--- src/rtl/swd_pkg.sv ---
package swd_pkg;

   // Prescaler implementation choice
   typedef enum logic {
      PS_FLAT  = 1'b0,  // one counter compared against 63 or 64
      PS_SPLIT = 1'b1   // base modulus counter plus one inserted extra state
   } ps_style_e;

   // Legality of a requested split of the divide ratio
   function automatic logic split_legal(input int b, input int a,
                                        input int p, input int b_min);
      return (b >= b_min) && (a < p) && (a < b);
   endfunction

endpackage

--- src/rtl/swd_prescaler.sv ---
module swd_prescaler
   import swd_pkg::*;
#(
   parameter int        PRE_BITS = 6,
   parameter ps_style_e STYLE    = PS_SPLIT
) (
   input  logic clk,
   input  logic rst_n,
   input  logic mod_hi,   // 1: this prescaler period lasts P+1 cycles
   output logic wrap      // last cycle of a prescaler period
);
   localparam int P = 1 << PRE_BITS;

   generate
      if (STYLE == PS_FLAT) begin : g_flat
         logic [PRE_BITS:0] cnt;
         logic [PRE_BITS:0] last;

         assign last = mod_hi ? (PRE_BITS+1)'(P) : (PRE_BITS+1)'(P - 1);
         assign wrap = (cnt == last);

         always_ff @(posedge clk) begin
            if (!rst_n)    cnt <= '0;
            else if (wrap) cnt <= '0;
            else           cnt <= cnt + 1'b1;
         end
      end else begin : g_split
         logic [PRE_BITS-1:0] base;
         logic                extra;
         logic                at_top;

         assign at_top = &base;
         assign wrap   = at_top && (!mod_hi || extra);

         always_ff @(posedge clk) begin
            if (!rst_n) begin
               base  <= '0;
               extra <= 1'b0;
            end else if (wrap) begin
               base  <= '0;
               extra <= 1'b0;
            end else if (at_top) begin
               extra <= 1'b1;   // hold one more cycle: the swallowed state
            end else begin
               base  <= base + 1'b1;
            end
         end
      end
   endgenerate

endmodule

--- src/rtl/swd_counters.sv ---
module swd_counters #(
   parameter int B_W   = 11,
   parameter int A_W   = 7,
   parameter int DEF_B = 4,
   parameter int DEF_A = 0
) (
   input  logic           clk,
   input  logic           rst_n,
   input  logic           wrap,
   input  logic [B_W-1:0] ld_b,
   input  logic [A_W-1:0] ld_a,
   output logic           mod_hi,
   output logic           term
);
   logic [B_W-1:0] b_rem;
   logic [A_W-1:0] a_rem;

   assign term   = wrap && (b_rem == B_W'(1));
   assign mod_hi = (a_rem != '0);

   always_ff @(posedge clk) begin
      if (!rst_n) begin
         b_rem <= B_W'(DEF_B);
         a_rem <= A_W'(DEF_A);
      end else if (term) begin
         b_rem <= ld_b;
         a_rem <= ld_a;
      end else if (wrap) begin
         b_rem <= b_rem - 1'b1;
         if (a_rem != '0) a_rem <= a_rem - 1'b1;
      end
   end

endmodule

--- src/rtl/swd_cfg.sv ---
module swd_cfg
   import swd_pkg::*;
#(
   parameter int B_W      = 11,
   parameter int A_W      = 7,
   parameter int PRE_BITS = 6,
   parameter int B_MIN    = 3,
   parameter int DEF_B    = 4,
   parameter int DEF_A    = 0
) (
   input  logic           clk,
   input  logic           rst_n,
   input  logic [B_W-1:0] b_in,
   input  logic [A_W-1:0] a_in,
   input  logic           load,
   output logic [B_W-1:0] nxt_b,
   output logic [A_W-1:0] nxt_a,
   output logic [B_W-1:0] act_b,
   output logic [A_W-1:0] act_a,
   output logic           err
);
   localparam int P = 1 << PRE_BITS;

   logic legal;

   assign legal = split_legal(int'(b_in), int'(a_in), P, B_MIN);
   assign nxt_b = legal ? b_in : act_b;
   assign nxt_a = legal ? a_in : act_a;

   always_ff @(posedge clk) begin
      if (!rst_n) begin
         act_b <= B_W'(DEF_B);
         act_a <= A_W'(DEF_A);
         err   <= 1'b0;
      end else begin
         err <= !legal;
         if (load) begin
            act_b <= nxt_b;
            act_a <= nxt_a;
         end
      end
   end

endmodule

--- src/rtl/swallow_divider.sv ---
module swallow_divider
   import swd_pkg::*;
#(
   parameter int        B_W      = 11,
   parameter int        A_W      = 7,
   parameter int        PRE_BITS = 6,
   parameter int        B_MIN    = 3,
   parameter int        DEF_B    = 4,
   parameter int        DEF_A    = 0,
   parameter ps_style_e PS_STYLE = PS_SPLIT
) (
   input  logic           clk,
   input  logic           rst_n,
   input  logic [B_W-1:0] b_val,
   input  logic [A_W-1:0] a_val,
   output logic           div_pulse,
   output logic           mod_ctl,
   output logic           cfg_err
);
   localparam int P = 1 << PRE_BITS;

   generate
      if (A_W < PRE_BITS) begin : g_bad_aw
         $error("swallow_divider: A_W too narrow for prescaler modulus");
      end
      if (B_MIN < 1) begin : g_bad_bmin
         $error("swallow_divider: B_MIN must be at least 1");
      end
      if (DEF_B < B_MIN || DEF_A >= P || DEF_A >= DEF_B || DEF_A < 0) begin : g_bad_def
         $error("swallow_divider: default split is illegal");
      end
      if (DEF_B >= (1 << B_W)) begin : g_bad_defw
         $error("swallow_divider: DEF_B does not fit B_W");
      end
   endgenerate

   logic           pre_wrap;
   logic           term;
   logic [B_W-1:0] nxt_b;
   logic [A_W-1:0] nxt_a;
   logic [B_W-1:0] act_b;
   logic [A_W-1:0] act_a;

   swd_prescaler #(
      .PRE_BITS (PRE_BITS),
      .STYLE    (PS_STYLE)
   ) u_pre (
      .clk    (clk),
      .rst_n  (rst_n),
      .mod_hi (mod_ctl),
      .wrap   (pre_wrap)
   );

   swd_counters #(
      .B_W   (B_W),
      .A_W   (A_W),
      .DEF_B (DEF_B),
      .DEF_A (DEF_A)
   ) u_cnt (
      .clk    (clk),
      .rst_n  (rst_n),
      .wrap   (pre_wrap),
      .ld_b   (nxt_b),
      .ld_a   (nxt_a),
      .mod_hi (mod_ctl),
      .term   (term)
   );

   swd_cfg #(
      .B_W      (B_W),
      .A_W      (A_W),
      .PRE_BITS (PRE_BITS),
      .B_MIN    (B_MIN),
      .DEF_B    (DEF_B),
      .DEF_A    (DEF_A)
   ) u_cfg (
      .clk   (clk),
      .rst_n (rst_n),
      .b_in  (b_val),
      .a_in  (a_val),
      .load  (term),
      .nxt_b (nxt_b),
      .nxt_a (nxt_a),
      .act_b (act_b),
      .act_a (act_a),
      .err   (cfg_err)
   );

   always_ff @(posedge clk) begin
      if (!rst_n) div_pulse <= 1'b0;
      else        div_pulse <= term;
   end

endmodule

--- config.mk ---
export PLATFORM = sky130hd
export DESIGN_NAME = swallow_divider
export DESIGN_NICKNAME = d
export VERILOG_FILES = /design/src/rtl/swd_pkg.sv /design/src/rtl/swd_prescaler.sv /design/src/rtl/swd_counters.sv /design/src/rtl/swd_cfg.sv /design/src/rtl/swallow_divider.sv
export SDC_FILE = /design/constraint.sdc
export NUM_CORES = 1
export LEC_CHECK = 0
export BUFFER_PORTS_ARGS = -buffer_cell sky130_fd_sc_hd__buf_2
export CAP_MARGIN = 20
export CELL_PAD_IN_SITES_DETAIL_PLACEMENT = 0
export CELL_PAD_IN_SITES_GLOBAL_PLACEMENT = 1
export CORE_AREA = 2 2 91 93
export DETAILED_ROUTE_END_ITERATION = 12
export DIE_AREA = 0 0 93 95
export PLACE_DENSITY = 0.6
export SKIP_LAST_GASP = 1
export SYNTH_ARGS = -nofsm -noshare
export SYNTH_HDL_FRONTEND = slang
export SYNTH_SLANG_ARGS = --single-unit
--- constraint.sdc ---
create_clock -name clk -period 2.5 [get_ports clk]
set_input_delay 0.5 -clock clk [delete_from_list [all_inputs] [get_ports clk]]
set_output_delay 0.5 -clock clk [all_outputs]
set_load 0.01 [all_outputs]
==> metrics.yaml <==
sta:
  maxSlewViolCount: 0
  rsz0062_at_grt: "no"
  skew_ps: 11.4
  max_slew_margin_pct: 56.7
  layout_min_cycle_time_ps: 2210
  finalCritPeriodShare_pct: 88.2
  hold_viol: 0
  timing.hold.ws_ps: 449
  fmax_mhz: 453
  worst_pin_slew_ps: 650
  setup_viol: 0
detailed_routing:
  drc: 0
  drt_wl_total_um: 6180
  ant_nets: 0
  num_vias: 2266
  via_per_inst: 5.08
  first_pass_iters: 4
  drt_iter0_markers: 100
  wire_per_inst_um: 13.9
clock_tree:
  htreeDepth: 2
  tritoncts: "yes"
  numCtsBuffers: 5
  root_buffer: "clkbuf_8"
  cts_setup_buffers: 0
  cts.hold.buffers_added: 0
  clock_latency_ps: 310
  post_cts_resized: 0
  cts_sinks: 45
  clk_pin_slew_worst_paths_ps: 90
  clockBufferDepth: 2
finish:
  layout.cells.most_common: "dfxtp_1"
  final_design_area_no_fill_um2: 2940
  multi_input_area_um2: 1460
  drive_gt1_share_pct: 17.6
  regArea_um2: 901
  antennaDiodeCount: 0
  syn2layout_area_growth_pct: 16.9
  fillers: 869
  num-nets-final: 370
  final_cell_mix: "dfxtp_1 (45), nand2_1 (35), a21oi_1 (25), nand3_1 (23), buf_2 (22)"
floorplanning:
  fp.dieH_um: 95
  coreArea_um2: 7930
  initial_core_util_pct: 31.8
  num_rows: 33
  die_x_um: 93
  pin_count: 23
  die_area_um2: 8840
placed_design:
  port_buffers: 22
  place_area_um2: 2810
  dp_hpwl_um: 4650
  place.gp.congestion: 0.764
yosys:
  syn_inst: 309
  ys_ff_latch: 45
  synth_warnings: 0
  yosysSeqAreaShare_pct: 35.8
  syn_area_per_cell_um2: 8.15
  yosysUniqueCellTypes: 51
  syn_area_um2: 2520
  syn_nets: 339
power:
  p_per_area_nw_per_um2: 524
  p_leak_nw: 1.14
  p_int_mw: 1.18
  switchingPower_mw: 0.357
  clkPwrFrac_pct: 43.5
  switching_share_pct: 23.2
  p_seq_share_pct: 47.0
  peakVddDrop_mv: 0.193
  p_comb_share_pct: 9.5
global_routing:
  grt_pass1_wl_um: 11000
  use_met3_pct: 3.03
  grt_pass1_vias: 2234
  grt_use_total_pct: 15.7
  overflow: 0
  grt-busiest-layer: "met2"
  grt_max_degree: 28
  grtUsageMet2_pct: 26.7
  grt_use_met1_pct: 20.2
  antenna_found_initial: 0
critical_path:
  worstSetupPathType: "reg2reg"
  crit_top_cell: "o21ai_0"
  startpoint_type: "flip-flop"
  critPathArrivalTime_ps: 2390
  critical_path.top_delay_family: "compound AO/OA/AOI/OAI gates"
  worst_ep_required_time_ps: 2680
  crit_buf_inv: 2
  path_cells: "inv_1 -> ha_1 -> nor3b_1 -> and2_2 -> o21ai_2 -> buf_4 -> nor4_1 -> o21ai_0 -> o21ai_0"
  crit_path_max_incr_delay_ps: 520
  path_max_fanout: 13
  regToRegSetupSlack_ps: 290
  end_kind: "flip-flop"
  slowest_stage: "o21ai_2"
flow_run:
  drv_cap: 0
worst_hold_path:
  hp-class: "reg2reg"
run_status:
  outcome: "complete, no violations"
[power groups by stage]
stage | logic [mW] | clock network [mW] | registers (mW)
after global placement | 0.148 | 0 | 0.741
after detailed placement | 0.148 | 0 | 0.742
after CTS | 0.149 | 0.691 | 0.725
after floorplan | 0.0902 | 0 | 0.741
final | 0.146 | 0.671 | 0.725
after global routing | 0.165 | 0.723 | 0.727
[final cells by class]
cell class	instances	share of cell area, %
Clock buffer	5	2.34
Clock inverter	3	2.34
Inverter	16	2.04
Multi-Input combinational cell	232	49.5
Sequential cell	45	30.6
Tap cell	105	4.46
Timing Repair Buffer	40	8.75
[stage by stage]
| step | cells | total power [mW] | TNS (ps) | worst slack, ps | util [%] |
|---|---|---|---|---|---|
| global route | 446 | 1.61 | 0 | 102 | 37.1 |
| floorplan | 309 | 0.832 | 0 | 227 | - |
| CTS | 446 | 1.56 | 0 | 235 | 37.1 |
| finish | 446 | 1.54 | 0 | 295 | 37.1 |
| detailed placement | 438 | 0.890 | -20.5 | -20.5 | 35.4 |
| global placement | 438 | 0.889 | -36.2 | -36.2 | 35.4 |
[Yosys cell counts, drive strengths merged]
master   instances  area, µm²
o21a             1       7.51
inv             16       60.1
nor4             6       43.8
and3             3       18.8
and4             1       8.76
nor2            21       78.8
o41ai            2       36.3
nor3            11       60.1
o31ai            1       7.51
o2bb2ai          1       8.76
and2             4       26.3
dfxtp           45        901
o221ai           1       8.76
nor4b            1       15.0
nand3b           2       15.0
ha              10        125
nand2           36        138
o31a             1       8.76
a22oi            1       7.51
nor3b            2       15.0
a32oi            1       8.76
o21ai           33        169
o41a             1       11.3
o22ai           11       68.8
buf              9       75.1
a2bb2oi          2       17.5
clkbuf           7       26.3
or3              1       6.26
or4              2       18.8
nand2b           1       6.26
a21oi           25        125
o211ai           2       20.0
mux2i           18        180
xor2             1       8.76
xnor2            1       8.76
nand3           23        115
and4b            1       10.0
a211oi           4       52.6
[final timing paths]
check                                                 start                           to  cells past startpoint
worst max-delay path            u_cnt.a_rem[0]$_SDFFE_PN0P_  u_cnt.b_rem[7]$_SDFFE_PN0P_                      9
worst min-delay path            u_cfg.act_a[6]$_SDFFE_PN0P_  u_cfg.act_a[6]$_SDFFE_PN0P_                      2
worst max register to register  u_cnt.a_rem[0]$_SDFFE_PN0P_  u_cnt.b_rem[7]$_SDFFE_PN0P_                      9
worst min register to register  u_cfg.act_a[6]$_SDFFE_PN0P_  u_cfg.act_a[6]$_SDFFE_PN0P_                      2
[metal layers]
| layer | up-vias | wire [µm] |
|---|---|---|
| met2 | 32 | 2860 |
| met3 | 5 | 185 |
| met1 | 1049 | 3060 |
| met4 | 0 | 74 |
| met5 | - | 0 |
| li1 | 1180 | - |
[worst register-to-register path: stages (launching register included)]
cell	delay, ps
dfxtp_1	340
inv_1	80
ha_1	220
nor3b_1	150
and2_2	210
o21ai_2	520
buf_4	230
nor4_1	40
o21ai_0	180
o21ai_0	100
[cells by family after synthesis]
group | share of synthesized area, %
AND/OR/NAND/NOR | 22.9
multiplexers | 7.15
AO/OA/AOI/OAI | 22.2
flip-flops | 35.8
buffers and inverters | 6.41
XOR/XNOR | 0.696
adder cells (fa/ha/maj) | 4.97
[flip-flops by register name, summed over array words and instances (netlist names)]
signal / cells
u_cfg.act_b: 11
u_cfg.act_a: 7
u_pre.g_split.extra: 1
u_cfg.err: 1
u_pre.g_split.base: 6
div_pulse: 1
u_cnt.b_rem: 11
u_cnt.a_rem: 7
Power figures use the tool's default switching activity.
